===== config.mk =====
export PLATFORM = sky130hd
export DESIGN_NAME = tbase_dual_gen
export DESIGN_NICKNAME = d
export VERILOG_FILES = /design/src/rtl/tbase_pkg.sv /design/src/rtl/tbase_src_sel.sv /design/src/rtl/tbase_prescaler.sv /design/src/rtl/tbase_channel.sv /design/src/rtl/tbase_dual_gen.sv
export SDC_FILE = /design/constraint.sdc
export NUM_CORES = 1
export LEC_CHECK = 0
export BUFFER_PORTS_ARGS = -buffer_cell sky130_fd_sc_hd__buf_2
export CORE_MARGIN = 2
export CORE_UTILIZATION = 33
export DETAILED_ROUTE_END_ITERATION = 10
export PLACE_DENSITY = 0.56
export SETUP_SLACK_MARGIN = 0.05
export SLEW_MARGIN = 0
export SYNTH_ARGS = -nofsm -noshare
export SYNTH_HDL_FRONTEND = slang
export SYNTH_SLANG_ARGS = --single-unit

===== constraint.sdc =====
create_clock -name clk -period 6.06 [get_ports clk]
set_input_delay 1.212 -clock clk [delete_from_list [all_inputs] [get_ports clk]]
set_output_delay 1.212 -clock clk [all_outputs]
set_load 0.005 [all_outputs]

===== src/rtl/tbase_pkg.sv =====
`timescale 1ns/1ps
package tbase_pkg;

    // Prescaler source codes; the top code aliases the sub-clock.
    typedef enum logic [1:0] {
        SRC_SYS     = 2'b00,
        SRC_QUARTER = 2'b01,
        SRC_SUB     = 2'b10,
        SRC_SUB_ALT = 2'b11
    } tb_src_e;

    // Candidate advance strobes, all in the single clock domain.
    typedef struct packed {
        logic sys;
        logic quarter;
        logic sub;
    } tb_strobes_t;

    function automatic logic pick_tick(tb_src_e sel, tb_strobes_t st);
        case (sel)
            SRC_SYS:     return st.sys;
            SRC_QUARTER: return st.quarter;
            default:     return st.sub;
        endcase
    endfunction

endpackage


===== src/rtl/tbase_src_sel.sv =====
`timescale 1ns/1ps
module tbase_src_sel
    import tbase_pkg::*;
(
    input  logic       clk,
    input  logic       rst,
    input  logic [1:0] sel_i,
    input  logic       sub_tick_i,
    output logic       tick_o
);

    localparam int QW = 2;

    logic [QW-1:0] qcnt;
    tb_strobes_t   strobes;

    always_ff @(posedge clk) begin
        if (rst) qcnt <= '0;
        else     qcnt <= qcnt + QW'(1);
    end

    always_comb begin
        strobes.sys     = 1'b1;
        strobes.quarter = (qcnt == {QW{1'b1}});
        strobes.sub     = sub_tick_i;
        tick_o          = pick_tick(tb_src_e'(sel_i), strobes);
    end

    // the divide-by-four strobe never stands two cycles in a row
    a_r2_quarter_spacing: assert property (@(posedge clk) disable iff (rst)
        strobes.quarter |=> !strobes.quarter);

endmodule


===== src/rtl/tbase_prescaler.sv =====
`timescale 1ns/1ps
module tbase_prescaler #(
    parameter int PRE_W = 8
) (
    input  logic clk,
    input  logic rst,
    input  logic tick_i,
    output logic wrap_o
);

    logic [PRE_W-1:0] cnt;

    always_ff @(posedge clk) begin
        if (rst)         cnt <= '0;
        else if (tick_i) cnt <= cnt + PRE_W'(1);
    end

    assign wrap_o = tick_i && (cnt == {PRE_W{1'b1}});

    // each selected tick advances the shared count by one
    a_r1_prescale_step: assert property (@(posedge clk) disable iff (rst)
        tick_i |=> cnt == $past(cnt) + PRE_W'(1));

    // without a selected tick the shared count holds
    a_r10_prescale_hold: assert property (@(posedge clk) disable iff (rst)
        !tick_i |=> $stable(cnt));

endmodule


===== src/rtl/tbase_channel.sv =====
`timescale 1ns/1ps
module tbase_channel #(
    parameter int RATIO_W = 3
) (
    input  logic               clk,
    input  logic               rst,
    input  logic               wrap_i,
    input  logic [RATIO_W-1:0] ratio_i,
    output logic               pulse_o
);

    localparam int EXT_W = (1 << RATIO_W) - 1;
    localparam logic [EXT_W-1:0] ONE = EXT_W'(1);

    logic [RATIO_W-1:0] ratio_q;
    logic [EXT_W-1:0]   ext;
    logic [EXT_W-1:0]   mask;
    logic               chg;
    logic               hit;
    logic               pulse_q;

    always_comb begin
        chg  = (ratio_i != ratio_q);
        mask = (ONE << ratio_i) - ONE;
        hit  = wrap_i && ((ext & mask) == mask);
    end

    always_ff @(posedge clk) begin
        if (rst) begin
            ratio_q <= ratio_i;
            ext     <= '0;
            pulse_q <= 1'b0;
        end else begin
            ratio_q <= ratio_i;
            pulse_q <= hit && !chg;
            if (chg)         ext <= '0;
            else if (wrap_i) ext <= ext + ONE;
        end
    end

    assign pulse_o = pulse_q;

    // a request lasts exactly one cycle
    a_r6_single_cycle: assert property (@(posedge clk) disable iff (rst)
        pulse_o |=> !pulse_o);

    // a freshly written ratio never produces a request next cycle
    a_r8_no_pulse_on_change: assert property (@(posedge clk) disable iff (rst)
        (ratio_i != $past(ratio_i)) |=> !pulse_o);

endmodule


===== src/rtl/tbase_dual_gen.sv =====
`timescale 1ns/1ps
module tbase_dual_gen #(
    parameter int PRE_W   = 8,
    parameter int RATIO_W = 3
) (
    input  logic               clk,
    input  logic               rst,
    input  logic [1:0]         src_sel_i,
    input  logic               sub_tick_i,
    input  logic [RATIO_W-1:0] ratio0_i,
    input  logic [RATIO_W-1:0] ratio1_i,
    output logic [1:0]         tb_pulse_o
);

    localparam int N_CH = 2;

    logic               sel_tick;
    logic               base_wrap;
    logic [RATIO_W-1:0] ratio_a [N_CH];

    assign ratio_a[0] = ratio0_i;
    assign ratio_a[1] = ratio1_i;

    tbase_src_sel u_src (
        .clk        (clk),
        .rst        (rst),
        .sel_i      (src_sel_i),
        .sub_tick_i (sub_tick_i),
        .tick_o     (sel_tick)
    );

    tbase_prescaler #(.PRE_W(PRE_W)) u_pre (
        .clk    (clk),
        .rst    (rst),
        .tick_i (sel_tick),
        .wrap_o (base_wrap)
    );

    for (genvar c = 0; c < N_CH; c++) begin : g_ch
        tbase_channel #(.RATIO_W(RATIO_W)) u_ch (
            .clk     (clk),
            .rst     (rst),
            .wrap_i  (base_wrap),
            .ratio_i (ratio_a[c]),
            .pulse_o (tb_pulse_o[c])
        );
    end

    // the cycle after a reset edge shows no request
    a_r7_reset_quiet: assert property (@(posedge clk)
        rst |=> tb_pulse_o == 2'b00);

    // a request only follows a prescaler wrap
    a_r5_pulse_after_wrap: assert property (@(posedge clk) disable iff (rst)
        !base_wrap |=> tb_pulse_o == 2'b00);

endmodule


After elaboration in Yosys (flattened, before gate mapping)

Cells that the tools add are included.

Register bits: 32
Word-level logic and storage cells: 36
Bits of input ports: 11

Muxes and demuxes: 1
Eq/ne operators: 7
Add/sub/neg operators: 6
Shift operators: 2
Reductions and logical operators: 10
Bitwise gates (word level): 2

Operator list:

| operator                                         | number |
|---|---|
| adder 7 x 1 -> 7 bit, second input constant      | 2 |
| bitwise AND 7 bit                                | 2 |
| == test 7 bit                                    | 2 |
| << shifter 1 x 3 -> 7 bit, first input constant  | 2 |
| subtractor 7 x 1 -> 7 bit, second input constant | 2 |
| adder 8 x 1 -> 8 bit, second input constant      | 1 |
| == test 8 bit, second input constant             | 1 |
| inequality test 3 bit                            | 2 |
| logical AND 1 bit                                | 5 |
| OR reduction 2 bit                               | 2 |
| adder 2 x 1 -> 2 bit, second input constant      | 1 |
| == test 2 x 1 -> 1 bit, second input constant    | 1 |
| == test 2 bit, second input constant             | 1 |
| logical NOT 1 bit                                | 2 |
| logical NOT 2 bit                                | 1 |
| case mux 1 bit (2 select lines)                  | 1 |

Longest topological paths before layout

Depth in word-level cells: 6
Gate-level depth with buffers: 8
Gate-level depth less buffers: 7

By module

Synthesis repeated with hierarchy kept, for this count alone.

Cells, all modules: 181
Area total of the unflattened synthesis: 1586.5 um^2

By module, submodules not included:

| module          | times used | area an instance (um^2) | cells each |
|---|---|---|---|
| tbase_channel   | 2          | 576.8                   | 67 |
| tbase_prescaler | 1          | 354.1                   | 39 |
| tbase_src_sel   | 1          | 78.8                    | 8 |

Worst setup path before layout

OpenSTA, ideal clock, no wires.

Path kind: input to register
Start: input port ratio0_i[0]
End: register g_ch[0].u_ch.pulse_q
Data required time: 5.942 ns
Cell stages on the path: 7
Setup slack: 2.897 ns
Arrival: 3.045 ns
Setup time: 0.118 ns
Path through: clkbuf_1 or3_1 ha_1 or4b_2 a31oi_1 a2111oi_0 o2111a_1

Word-level cells in the longest chain between the ends: 6
Elaborated cells on any way between the ends: 8
Classes of those cells: add/sub: 1; eq/ne: 2; shift: 1; bitwise: 1; reduce/logical: 3

Ends and longest elaborated chain:

| item                      | line                 | text |
|---|---|---|
| start: declaration        | tbase_dual_gen.sv:10 | `input logic [RATIO_W-1:0] ratio0_i,` |
| << shifter 1 x 3 -> 7 bit | tbase_channel.sv:24  | `mask = (ONE << ratio_i) - ONE;` |
| subtractor 7 x 1 -> 7 bit | tbase_channel.sv:24  |  |
| bitwise AND 7 bit         | tbase_channel.sv:25  | `hit = wrap_i && ((ext & mask) == mask);` |
| == test 7 bit             | tbase_channel.sv:25  |  |
| logical AND 1 bit         | tbase_channel.sv:25  |  |
| logical AND 1 bit *       | tbase_channel.sv:35  | `pulse_q <= hit && !chg;` |
| end signal: assignment    | tbase_channel.sv:35  |  |
| end: declaration          | tbase_channel.sv:20  | `logic pulse_q;` |

Every way passes the cells marked *; elsewhere a longest branch is shown, timed or not.
A chain may end at the register's enable or synchronous reset.

Worst setup path after layout

Same ends and word-level chain as after synthesis.

==> impl_metrics.ini <==
[worst_setup_path]
rrSetupSlack_ns = 3.95
path_max_fanout = 9
r2r_end = g_ch[0].u_ch.ext[4]
cp.required_ns = 6.24
endpoint_kind = register
r2r-start = u_src.qcnt[0]
worstPathArrival_ns = 3.16
r2r_cells = 5
crit_type = in -> reg
cp-start-kind = input pin
worstSetupEndpoint = g_ch[0].u_ch.pulse_o
critPathLaunch = ratio0_i[0]

[cts]
cts_hold_buf = 0
cts_buffer_depth = 2
cts_resized = 0
root_buffer = clkbuf_8
cts_made_buffers = 5
post-cts-setup-buffer-count = 0
clkLatencyLatePin_ns = 0.28
htreeDepth = 2
path_clk_slew_ns = 0.07
cts_tree = built
clkSinkCount = 32

[timing]
grt_setup_unrepaired = false
setup_viol = 0
finalHoldViolCount = 0
final.min_clock_period_ns = 2.98
finalSetupTns_ns = 0
max_freq_ghz = 0.336
finalMaxSlewViolations = 0
hold_ws_ns = 0.423
slew_headroom = 0.523
fin_crit_sh = 0.491
clock-skew-final_ns = 0.00463
worst_slew_pin_slew_ns = 0.716

[grt]
grt_max_degree = 26
grt_pass1_wl_um = 5600
grt_usage = 0.130
grt_pass1_vias = 1217
grt_overflow = 0
antenna_found_initial = 0

[layout]
fillers = 529
area_growth_syn_to_layout_pct = 9.40
diodes = 0
final_nets = 218
drive_gt1_frac = 0.129

[synthesis]
synth_compound_area_frac = 0.189
yosys.area_share.simple = 0.261
postSynthCellCount = 198
yosys_warnings = 0
synth_fp_nets = 215
synth_mux_area_frac = 0.00661
synthesis.area_mm2 = 0.00170
synthArstFlopShare = 0
yosysSeqAreaShare = 0.376
synth_top_family_by_area = simple AND/OR/NAND/NOR gates
synth_fa_ha_area_frac = 0.0441
synth-xor-area-share = 0.0668
ys_ff_latch = 32
synthFlopType = dfxtp_1
syn_avg_cell_area_um2 = 8.61
synth_edf_count = 0
yosysUniqueCellTypes = 45

[routing]
wl_per_cell_um = 12.1
first_pass_iters = 5
vias = 1398
wl_um = 3290
drcViolationCount = 0
vias_per_cell = 5.14
drtIter0Drc = 29
ant_nets = 0

[placement]
hpwl_um = 2210
io_buffers = 12
place_congestion = 0.723

[floorplan]
boundaryPins = 13
die-area_mm2 = 0.00575
core_mm2 = 0.00504
dieHeight_um = 75.9
die_w_um = 75.9
initial_core_util = 0.338
rows = 26

[pwr]
peakVddDrop_v = 0.000140
power_leakage_nw = 0.620
powerDensity_mw_per_mm2 = 225

[status]
status = complete, no violations

[job]
drv_cap = 0

[min_path]
min_path_type = reg -> reg
-- cells by family after synthesis --
logic type | Yosys count
xor gates and xnor gates | 13
AOI/OAI and AO/OA | 48
buffers and inverters | 21
DFF | 32
adders and majority gates | 6
muxes | 1
and+or+nand+nor | 77
-- cell usage in the layout (no fill, tap or decap), types with 2 or more instances in the layout --
master	count
dfxtp_1	32
a21oi_1	18
nor2_1	13
buf_2	12
or4_1	10
nand2_1	9
nand3_1	9
o31ai_1	8
xor2_1	8
or3_1	6
o21ai_0	6
ha_1	6
clkbuf_8	6
nor2b_1	5
inv_1	5
xnor2_1	5
nor3_1	4
nor4_1	4
nand4_1	3
nand2b_1	3
and2_1	2
a31o_2	2
or3b_2	2
o32ai_1	2
and3_1	2
clkbuf_1	2
-- worst max-delay path, stage by stage --
cell	delay, ns
buf_2	0.15
or3_1	0.41
ha_1	0.27
or4b_2	0.68
a31oi_1	0.18
a2111oi_0	0.08
o2111a_1	0.18
-- where the power goes --
part,leakage [nW],internal [mW],switching [mW]
clock network,0.0455,0.0925,0.0751
logic,0.314,0.0142,0.0196
registers,0.261,0.216,0.00299
-- per-layer routing --
metal  part of all wire  GRT usage
met5                  0          0
met4              0.022     0.0721
met3              0.038     0.0410
met2               0.44      0.192
met1               0.50      0.168
-- worst min-delay path by stage --
| stage | to | cells after the start | startpoint | slack (ns) |
|---|---|---|---|---|
| floorplan | u_src.qcnt[0] | 1 | u_src.qcnt[0] | 0.40 |
| global placement | u_src.qcnt[0] | 1 | u_src.qcnt[0] | 0.42 |
| detailed placement | u_src.qcnt[0] | 1 | u_src.qcnt[0] | 0.42 |
| CTS | u_src.qcnt[0] | 1 | u_src.qcnt[0] | 0.43 |
| global route | u_src.qcnt[0] | 1 | u_src.qcnt[0] | 0.47 |
| finish | u_src.qcnt[0] | 1 | u_src.qcnt[0] | 0.42 |
-- per-stage QoR --
stage | instances | power, mW | setup WS (ns) | instance area [um2] | util
floorplan | 198 | 0.249 | 2.90 | 1700 | -
global placement | 264 | 0.257 | 2.82 | 1770 | 0.352
detailed placement | 264 | 0.257 | 2.81 | 1770 | 0.352
CTS | 272 | 0.427 | 3.11 | 1860 | 0.370
global route | 272 | 0.442 | 3.01 | 1860 | 0.370
finish | 272 | 0.420 | 3.08 | 1860 | 0.370
-- layout make-up --
type / instances / area [um2] / share of cell area
multi-input cells: 145 / 967 / 0.519
repair buffers: 12 / 60.1 / 0.0322
clock buffers: 8 / 90.1 / 0.0483
well taps: 70 / 87.6 / 0.0470
flip-flops and latches: 32 / 641 / 0.344
inverters: 5 / 18.8 / 0.0101
-- registers in the layout, indices dropped and copies added, names as in the netlist --
| signal | count |
|---|---|
| u_pre.cnt | 8 |
| g_ch.u_ch.ratio_q | 6 |
| u_src.qcnt | 2 |
| g_ch.u_ch.pulse_o | 2 |
| g_ch.u_ch.ext | 14 |
-- cell usage after synthesis, drive strengths merged, types with 2 or more instances --
library cell / count / area, um2
and3: 2 / 12.5
o21ai: 6 / 30.0
or4: 10 / 75.1
a2111oi: 2 / 23.8
ha: 6 / 75.1
nand4: 3 / 18.8
buf: 5 / 36.3
nor2b: 5 / 31.3
or3b: 2 / 17.5
a21oi: 18 / 90.1
nand2b: 3 / 18.8
dfxtp: 32 / 641
nor2: 13 / 48.8
xnor2: 5 / 43.8
inv: 5 / 18.8
and2: 2 / 12.5
clkbuf: 11 / 41.3
xor2: 8 / 70.1
nor4: 4 / 25.0
nor3: 4 / 20.0
nand2: 9 / 33.8
a31o: 2 / 17.5
nand3: 9 / 45.0
o32ai: 2 / 17.5
or3: 6 / 37.5
o31ai: 8 / 60.1
Power figures use the tool's default switching activity.
